<file path="src/rtl/utx_pkg.sv">
package utx_pkg;
  typedef enum logic [2:0] {
    S_IDLE  = 3'd0,
    S_START = 3'd1,
    S_DATA  = 3'd2,
    S_PAR   = 3'd3,
    S_STOP  = 3'd4,
    S_BRK   = 3'd5
  } ser_state_t;
endpackage

</file>
<file path="src/rtl/utx_serializer.sv">
module utx_serializer
  import utx_pkg::*;
#(
  parameter int DATA_W = 8
) (
  input  logic              clk,
  input  logic              rst,
  input  logic              bit_tick,
  input  logic [DATA_W-1:0] in_data,
  input  logic              in_valid,
  output logic              in_ready,
  input  logic              par_en,
  input  logic              par_odd,
  input  logic              stop_two,
  input  logic              brk_req,
  output logic              txd,
  output logic              busy,
  output logic              pending
);
  localparam int IDX_W = (DATA_W > 1) ? $clog2(DATA_W) : 1;
  localparam logic [IDX_W-1:0] LAST_IDX = IDX_W'(DATA_W - 1);

  ser_state_t        st_q;
  logic [DATA_W-1:0] hold_q, sh_q;
  logic              hold_vld;
  logic [IDX_W-1:0]  idx_q;
  logic              par_q, stop_q, txd_q;
  logic              accept, frame_end, launch;

  assign in_ready  = !hold_vld && !brk_req;
  assign accept    = in_valid && in_ready;
  assign frame_end = bit_tick && (st_q == S_STOP) && (!stop_two || stop_q);
  assign launch    = bit_tick && !brk_req && hold_vld &&
                     ((st_q == S_IDLE) || frame_end);

  // one-byte holding register
  always_ff @(posedge clk) begin
    if (rst) begin
      hold_vld <= 1'b0;
      hold_q   <= '0;
    end else if (accept) begin
      hold_vld <= 1'b1;
      hold_q   <= in_data;
    end else if (launch) begin
      hold_vld <= 1'b0;
    end
  end

  // bit sequencer
  always_ff @(posedge clk) begin
    if (rst) begin
      st_q   <= S_IDLE;
      txd_q  <= 1'b1;
      sh_q   <= '0;
      idx_q  <= '0;
      par_q  <= 1'b0;
      stop_q <= 1'b0;
    end else if (bit_tick) begin
      case (st_q)
        S_IDLE: begin
          if (brk_req) begin
            st_q  <= S_BRK;
            txd_q <= 1'b0;
          end else if (hold_vld) begin
            st_q  <= S_START;
            txd_q <= 1'b0;
            sh_q  <= hold_q;
            par_q <= (^hold_q) ^ par_odd;
          end
        end
        S_START: begin
          st_q  <= S_DATA;
          txd_q <= sh_q[0];
          sh_q  <= sh_q >> 1;
          idx_q <= '0;
        end
        S_DATA: begin
          if (idx_q == LAST_IDX) begin
            stop_q <= 1'b0;
            if (par_en) begin
              st_q  <= S_PAR;
              txd_q <= par_q;
            end else begin
              st_q  <= S_STOP;
              txd_q <= 1'b1;
            end
          end else begin
            txd_q <= sh_q[0];
            sh_q  <= sh_q >> 1;
            idx_q <= idx_q + 1'b1;
          end
        end
        S_PAR: begin
          st_q   <= S_STOP;
          txd_q  <= 1'b1;
          stop_q <= 1'b0;
        end
        S_STOP: begin
          if (stop_two && !stop_q) begin
            stop_q <= 1'b1;
          end else if (brk_req) begin
            st_q  <= S_BRK;
            txd_q <= 1'b0;
          end else if (hold_vld) begin
            st_q  <= S_START;
            txd_q <= 1'b0;
            sh_q  <= hold_q;
            par_q <= (^hold_q) ^ par_odd;
          end else begin
            st_q  <= S_IDLE;
            txd_q <= 1'b1;
          end
        end
        S_BRK: begin
          if (!brk_req) begin
            st_q  <= S_IDLE;
            txd_q <= 1'b1;
          end
        end
        default: begin
          st_q  <= S_IDLE;
          txd_q <= 1'b1;
        end
      endcase
    end
  end

  assign txd     = txd_q;
  assign busy    = (st_q != S_IDLE);
  assign pending = hold_vld;


  start_low_chk: assert property (@(posedge clk) disable iff (rst)
    (st_q == S_START) |-> !txd_q);


  brk_low_chk: assert property (@(posedge clk) disable iff (rst)
    ((st_q == S_BRK) && $past(st_q == S_BRK)) |-> !txd_q);


  brk_entry_chk: assert property (@(posedge clk) disable iff (rst)
    $rose(st_q == S_BRK) |-> ($past(st_q) == S_IDLE || $past(st_q) == S_STOP));


  hold_keep_chk: assert property (@(posedge clk) disable iff (rst)
    (hold_vld && !launch) |=> (hold_vld && hold_q == $past(hold_q)));
endmodule

</file>
<file path="src/rtl/utx_turnaround.sv">
module utx_turnaround #(
  parameter int DLY_W = 4
) (
  input  logic             clk,
  input  logic             rst,
  input  logic             bit_tick,
  input  logic             hd_en,
  input  logic [DLY_W-1:0] turn_dly,
  input  logic             activity,
  output logic             drv_en
);
  logic [DLY_W-1:0] cnt_q;
  logic             drv_q;

  always_ff @(posedge clk) begin
    if (rst) begin
      drv_q <= 1'b0;
      cnt_q <= '0;
    end else if (!hd_en || activity) begin
      drv_q <= 1'b1;
      cnt_q <= '0;
    end else if (drv_q && bit_tick) begin
      if (cnt_q == turn_dly) begin
        drv_q <= 1'b0;
        cnt_q <= '0;
      end else begin
        cnt_q <= cnt_q + 1'b1;
      end
    end
  end

  assign drv_en = drv_q;


  release_tick_chk: assert property (@(posedge clk) disable iff (rst)
    $fell(drv_q) |-> $past(bit_tick && hd_en && !activity));


  fixed_drive_chk: assert property (@(posedge clk) disable iff (rst)
    !hd_en |=> drv_q);
endmodule

</file>
<file path="src/rtl/utx_engine.sv">
module utx_engine
  import utx_pkg::*;
#(
  parameter int DATA_W = 8,
  parameter int BRK_W  = 8,
  parameter int DLY_W  = 4
) (
  input  logic              clk,
  input  logic              rst,
  input  logic              bit_tick,
  input  logic [DATA_W-1:0] in_data,
  input  logic              in_valid,
  output logic              in_ready,
  input  logic              par_en,
  input  logic              par_odd,
  input  logic              stop_two,
  input  logic [BRK_W-1:0]  brk_ctl,
  input  logic              hd_en,
  input  logic [DLY_W-1:0]  turn_dly,
  output logic              txd,
  output logic              drv_en
);
  logic brk_req, ser_busy, ser_pending, activity;

  assign brk_req  = |brk_ctl;
  assign activity = (in_valid && in_ready) || ser_pending || ser_busy || brk_req;

  utx_serializer #(.DATA_W(DATA_W)) ser_i (
    .clk      (clk),
    .rst      (rst),
    .bit_tick (bit_tick),
    .in_data  (in_data),
    .in_valid (in_valid),
    .in_ready (in_ready),
    .par_en   (par_en),
    .par_odd  (par_odd),
    .stop_two (stop_two),
    .brk_req  (brk_req),
    .txd      (txd),
    .busy     (ser_busy),
    .pending  (ser_pending)
  );

  utx_turnaround #(.DLY_W(DLY_W)) dir_i (
    .clk      (clk),
    .rst      (rst),
    .bit_tick (bit_tick),
    .hd_en    (hd_en),
    .turn_dly (turn_dly),
    .activity (activity),
    .drv_en   (drv_en)
  );


  busy_drv_chk: assert property (@(posedge clk) disable iff (rst)
    ser_busy |-> drv_en);


  brk_drv_chk: assert property (@(posedge clk) disable iff (rst)
    brk_req |=> drv_en);
endmodule

</file>
<file path="config.mk">
export PLATFORM = sky130hd
export DESIGN_NAME = utx_engine
export DESIGN_NICKNAME = d
export VERILOG_FILES = /design/src/rtl/utx_pkg.sv /design/src/rtl/utx_serializer.sv /design/src/rtl/utx_turnaround.sv /design/src/rtl/utx_engine.sv
export SDC_FILE = /design/constraint.sdc
export NUM_CORES = 1
export LEC_CHECK = 0
export BUFFER_PORTS_ARGS = -buffer_cell sky130_fd_sc_hd__buf_2
export CAP_MARGIN = 20
export CORE_ASPECT_RATIO = 1.4
export CORE_UTILIZATION = 35
export CTS_CLUSTER_DIAMETER = 100
export CTS_CLUSTER_SIZE = 40
export DETAILED_ROUTE_END_ITERATION = 12
export GPL_TIMING_DRIVEN = 0
export PLACE_DENSITY_LB_ADDON = 0.08
export SETUP_SLACK_MARGIN = 0.02
export SLEW_MARGIN = 15
export SYNTH_ARGS = -nofsm -noshare
export SYNTH_HDL_FRONTEND = slang
export SYNTH_SLANG_ARGS = --single-unit
</file>
<file path="constraint.sdc">
create_clock -name clk -period 4.7 [get_ports clk]
set_input_delay 0.47 -clock clk [delete_from_list [all_inputs] [get_ports clk]]
set_output_delay 0.47 -clock clk [all_outputs]
set_load 0.01 [all_outputs]
</file>
Yosys cells after proc, flatten, opt, wreduce, memory -nomap -nowiden
Cells that the tools add are included.
{"block": "totals", "reg_bits": 31, "in_bits": 28, "output_inout_bits": 3, "wordCells": 103}
{"block": "op_classes", "add_sub_neg": 2, "eq_ne": 13, "muxes": 38, "bitwise": 1, "reduce_logical": 39}
{"cell": "$mux W8", "count": 4}
{"cell": "$pmux W8 S4", "count": 1}
{"cell": "$mux W3", "count": 8}
{"cell": "$mux W1", "count": 19}
{"cell": "$pmux W3 S6", "count": 1}
{"cell": "$reduce_and A4 Y1", "count": 3}
{"cell": "$reduce_bool A2 Y1", "count": 5}
{"cell": "$eq A3 B3 Y1 const B", "count": 3}
{"cell": "$logic_and A1 B1 Y1", "count": 9}
{"cell": "$ne A2 B2 Y1 const B", "count": 4}
{"cell": "$reduce_or A8 Y1", "count": 1}
{"cell": "$reduce_xor A8 Y1", "count": 1}
{"cell": "$eq A3 B2 Y1 const B", "count": 2}
{"cell": "$logic_or A1 B1 Y1", "count": 6}
{"cell": "$pmux W3 S2", "count": 1}
{"cell": "$reduce_and A3 Y1", "count": 2}
{"cell": "$reduce_bool A3 Y1", "count": 2}
{"cell": "$logic_not A1 Y1", "count": 5}
{"cell": "$pmux W1 S5", "count": 1}
{"cell": "$reduce_and A5 Y1", "count": 1}
{"cell": "$add A4 B1 Y4 const B", "count": 1}
{"cell": "$eq A4 B4 Y1", "count": 1}
{"cell": "$mux W4", "count": 1}
{"cell": "$reduce_bool A4 Y1", "count": 1}
{"cell": "other kinds (10)", "count": 10}

Depth between registers and ports, before layout
{"block": "logic_depth", "depth_word": 10, "depth_mapped": 7, "ltp_nobuf": 7}

Hierarchy
A second synthesis with hierarchy kept.
{"block": "unflattened", "cells_unflattened": 203, "hier_area_um2": 1806.7}
{"mod": "utx_serializer", "n_inst": 1, "cells_per_inst": 162, "area_per_inst_um2": 1476.4, "seq_area_each_um2": 520.5}
{"mod": "utx_turnaround", "n_inst": 1, "cells_per_inst": 36, "area_per_inst_um2": 289.0, "seq_area_each_um2": 100.1}
{"mod": "utx_engine", "n_inst": 1, "cells_per_inst": 5, "area_per_inst_um2": 41.3, "seq_area_each_um2": 0.0}

Least setup slack after synthesis
No wires, ideal clock.
{"block": "synth_path", "path_kind": "input to output", "start": "input brk_ctl[5]", "end": "output in_ready", "t_arrival_ns": 1.545, "required_time_ns": 4.230, "setup_slack_ns": 2.685, "cell_stages": 3, "n_path_buf": 1, "cell_sequence": "or4_4 nor3_2 buf_2"}
{"block": "synth_between", "elab_chain_cells": 3}
{"item": "start, declared", "line": "utx_engine.sv:17", "text": "input logic [BRK_W-1:0] brk_ctl,"}
{"item": "$reduce_or A8 Y1", "line": "utx_engine.sv:25", "text": "assign brk_req = |brk_ctl;"}
{"item": "$logic_not A1 Y1", "line": "utx_serializer.sv:30", "text": "assign in_ready = !hold_vld && !brk_req;"}
{"item": "$logic_and A1 B1 Y1", "line": "utx_serializer.sv:30"}
{"item": "end, declared", "line": "utx_engine.sv:13", "text": "output logic in_ready,"}
No other way between the ends.

Worst setup path after layout
Same ends and word-level chain as after synthesis.

==> load_flow_metrics.sql <==
INSERT INTO impl_metrics (metric_group, metric, value, unit) VALUES
('synth', 'synth_area_leader_cell', 'sky130_fd_sc_hd__dfxtp_1', ''),
('clock_network', 'tritoncts', 'yes', ''),
('floorplan', 'die_y', '84.75', 'um'),
('timing', 'post-route-period-util', '51.82', '%'),
('worst_hold_path', 'cell_depth_of_the_worst_hold_path', '3', ''),
('timing', 'timing.max_slew.rel_slack', '41.64', '%'),
('status', 'status', 'finished clean', ''),
('power_and_ir_drop', 'switchingPower', '0.1788', 'mW'),
('synth', 'synth_top_family_by_area', 'simple AND/OR/NAND/NOR gates', ''),
('floorplan', 'std_cell_rows', '29', ''),
('critical_path', 'launch_point_of_the_worst_reg_to_reg_path', 'ser_i.idx_q[0]$_SDFFE_PP0P_', ''),
('synth', 'synth_top_area_share', '36.26', '%'),
('timing', 'fin_tns_setup', '0', 'ns'),
('critical_path', 'setup.worst_path.start_class', 'input port', ''),
('placement', 'routabilityCongestion', '0.8060', ''),
('grt', 'overflow', '0', ''),
('critical_path', 'timing.critical_path.from', 'brk_ctl[5]', ''),
('critical_path', 'endpoint_of_the_worst_setup_timing_path', 'in_ready', ''),
('final_layout', 'antenna-diode-count', '0', ''),
('critical_path', 'critical_path.top_delay_family', 'simple AND/OR/NAND/NOR gates', ''),
('power_and_ir_drop', 'leakage', '0.7407', 'nW'),
('critical_path', 'worstSetupPathType', 'in -> out', ''),
('final_layout', 'most_used_cells_in_the_layout_excluding_fill_and_tap_cells', 'sky130_fd_sc_hd__dfxtp_1 (31), sky130_fd_sc_hd__buf_2 (30), sky130_fd_sc_hd__nand2_1 (25)', ''),
('synth', 'synthesis.yosys.warnings', '0', ''),
('synth', 'synthesis.area', '1712', 'um^2'),
('critical_path', 'crit_path_cell_trace', 'buf_2 > or4_4 > nor3_2 > buf_2 > buf_2', ''),
('power_and_ir_drop', 'power_report.internal_total', '0.4597', 'mW'),
('grt', 'first_global_vias', '1541', ''),
('floorplan', 'ios', '31', ''),
('drt', 'drt-pass1-iter-count', '5', ''),
('grt', 'global_route_wire_length_before_repair', '6796', 'um'),
('synth', 'yosys-top-cells-area', 'sky130_fd_sc_hd__dfxtp_1 (36%), sky130_fd_sc_hd__a21oi_1 (6.1%), sky130_fd_sc_hd__nand2_1 (5.5%), sky130_fd_sc_hd__nor2_1 (4.2%), sky130_fd_sc_hd__nand3_1 (3.2%)', ''),
('critical_path', 'crit_path_max_fanout', '10', ''),
('power_and_ir_drop', 'seq_power_share', '44.5', '%'),
('synth', 'ys_types', '46', ''),
('timing', 'min_period', '2.436', 'ns'),
('drt', 'routed_wirelength', '4092', 'um'),
('synth', 'post_synth_mux_area_share', '1.170', '%'),
('power_and_ir_drop', 'share_clk_of_total_power', '36.6', '%'),
('critical_path', 'ff2ff_path_depth', '7', ''),
('timing', 'whs', '0.4383', 'ns'),
('critical_path', 'cp_num_cells', '5', ''),
('timing', 'grt_setup_unrepaired', 'no', ''),
('clock_network', 'cts.sinks', '31', ''),
('synth', 'synth-seq-area-share', '36.26', '%'),
('clock_network', 'cts_buffers', '5', ''),
('placement', 'place.port_buffers', '27', ''),
('final_layout', 'flow.area_growth_from_synthesis', '18.27', '%'),
('clock_network', 'post-cts-setup-buffer-count', '0', ''),
('clock_network', 'cts_resized', '0', ''),
('timing', 'hold_viol_final', '0', ''),
('timing', 'slew_violations', '0', ''),
('synth', 'syn-mean-instance-area', '8.432', 'um^2'),
('synth', 'syn-num-nets', '234', ''),
('final_layout', 'final_layout_size_suffix_gt1_share', '23.11', '%'),
('job', 'maxCapViolations', '0', ''),
('power_and_ir_drop', 'power_frac_comb', '18.8', '%'),
('power_and_ir_drop', 'switching_share', '28.01', '%'),
('worst_hold_path', 'worst_hold_path_type', 'in -> reg', ''),
('clock_network', 'clock_tree_root_buffer_cell', 'sky130_fd_sc_hd__clkbuf_8', ''),
('drt', 'number_of_vias_per_cell', '5.260', ''),
('drt', 'drtAntennaViolNets', '0', ''),
('floorplan', 'die_area', '5178', 'um^2'),
('critical_path', 'timing.critical_path.slowest_stage_cell', 'sky130_fd_sc_hd__or4_4', ''),
('synth', 'synth_compound_area_share', '21.05', '%'),
('final_layout', 'layout_commonest_cell', 'sky130_fd_sc_hd__dfxtp_1', ''),
('critical_path', 'cp_num_buf_inv', '3', ''),
('timing', 'skew', '0.008761', 'ns'),
('critical_path', 'critical_path.reg2reg.endpoint', 'ser_i.sh_q[4]$_SDFFE_PP0P_', ''),
('timing', 'fmax', '410.6', 'MHz'),
('grt', 'antenna_found_initial', '0', '');
-- cell families after synthesis --
logic type	count (synthesis)
DFF	31
adders and majority gates	3
buffers and inverters	15
and+or+nand+nor	87
xor gates and xnor gates	12
AOI/OAI and AO/OA	53
muxes	2
-- tightest hold or removal path: stages --
cell	delay [ns]
sky130_fd_sc_hd__buf_2	0.10
sky130_fd_sc_hd__nand3_1	0.06
sky130_fd_sc_hd__a21oi_1	0.05
-- worst min-delay path by stage --
stage                                            from                           end  slack, ns
after CTS                                  in_data[7]  ser_i.hold_q[7]$_SDFFE_PP0P_       0.43
final                                      in_data[7]  ser_i.hold_q[7]$_SDFFE_PP0P_       0.44
after global routing                       in_data[7]  ser_i.hold_q[7]$_SDFFE_PP0P_       0.44
after floorplan           ser_i.idx_q[1]$_SDFFE_PP0P_   ser_i.idx_q[1]$_SDFFE_PP0P_       0.44
after global placement    ser_i.idx_q[1]$_SDFFE_PP0P_   ser_i.idx_q[1]$_SDFFE_PP0P_       0.45
after detailed placement  ser_i.idx_q[2]$_SDFFE_PP0P_   ser_i.idx_q[2]$_SDFFE_PP0P_       0.45
-- registers in the layout, summed over array words and instances (netlist names) --
register and flops:
ser_i.hold_q 8, ser_i.sh_q 8, dir_i.cnt_q 4, ser_i.idx_q 3, ser_i.st_q 3, dir_i.drv_en 1, ser_i.par_q 1, ser_i.pending 1
ser_i.stop_q 1, ser_i.txd 1
-- power by group through the flow --
| stage | Combinational [mW] | Sequential [mW] | Clock, mW |
|---|---|---|---|
| floorplan | 0.0883 | 0.289 | 0 |
| detailed placement | 0.120 | 0.290 | 0 |
| global route | 0.135 | 0.286 | 0.251 |
| finish | 0.120 | 0.284 | 0.234 |
| global placement | 0.121 | 0.291 | 0 |
| CTS | 0.121 | 0.284 | 0.243 |
-- area by class of cell --
cell class	instances	area, um^2
fill	488	2584
inverter	4	15.01
sequential	31	620.6
multi-input combinational	157	1016
buffer	11	60.06
timing repair buffer	27	135.1
clock buffer	8	100.1
tap	62	77.57
-- routing by layer --
layer	global-route usage, %	vias up	wire length (um)
met2	31.13	31	2192
li1	-	802	-
met4	7.438	0	117
met1	19.51	734	1644
met3	3.544	11	137
met5	0	-	0
-- per-stage QoR --
stage	util [%]	instances	instance area [um^2]	setup WS (ns)
after floorplan	-	203	1712	2.685
after global placement	41.76	292	1924	2.254
after detailed placement	41.76	292	1924	2.256
after CTS	43.93	300	2024	2.251
after global routing	43.93	300	2024	2.183
final	43.93	300	2024	2.264
-- synthesized netlist by cell type (all sizes together) --
| master | number |
|---|---|
| ha | 3 |
| nand2 | 25 |
| nand2b | 1 |
| o21a | 1 |
| o32a | 1 |
| o22ai | 1 |
| a21o | 1 |
| or3b | 1 |
| xnor2 | 6 |
| a31oi | 4 |
| nand3 | 11 |
| a311oi | 7 |
| nand4 | 3 |
| nor3b | 3 |
| a22oi | 1 |
| nor3 | 6 |
| a211oi | 1 |
| nand3b | 3 |
| dfxtp | 31 |
| buf | 5 |
| or3 | 1 |
| nor4 | 3 |
| o21ba | 1 |
| nor2b | 2 |
| and3b | 1 |
| o41ai | 1 |
| xnor3 | 1 |
| o21ai | 10 |
| nor4b | 1 |
| or4 | 3 |
| clkbuf | 6 |
| mux2i | 2 |
| xor2 | 5 |
| a221oi | 2 |
| inv | 4 |
| a21oi | 21 |
| nor2 | 22 |
| o211a | 1 |
| or2 | 1 |
No activity file was read; power rests on OpenSTA's default activity.
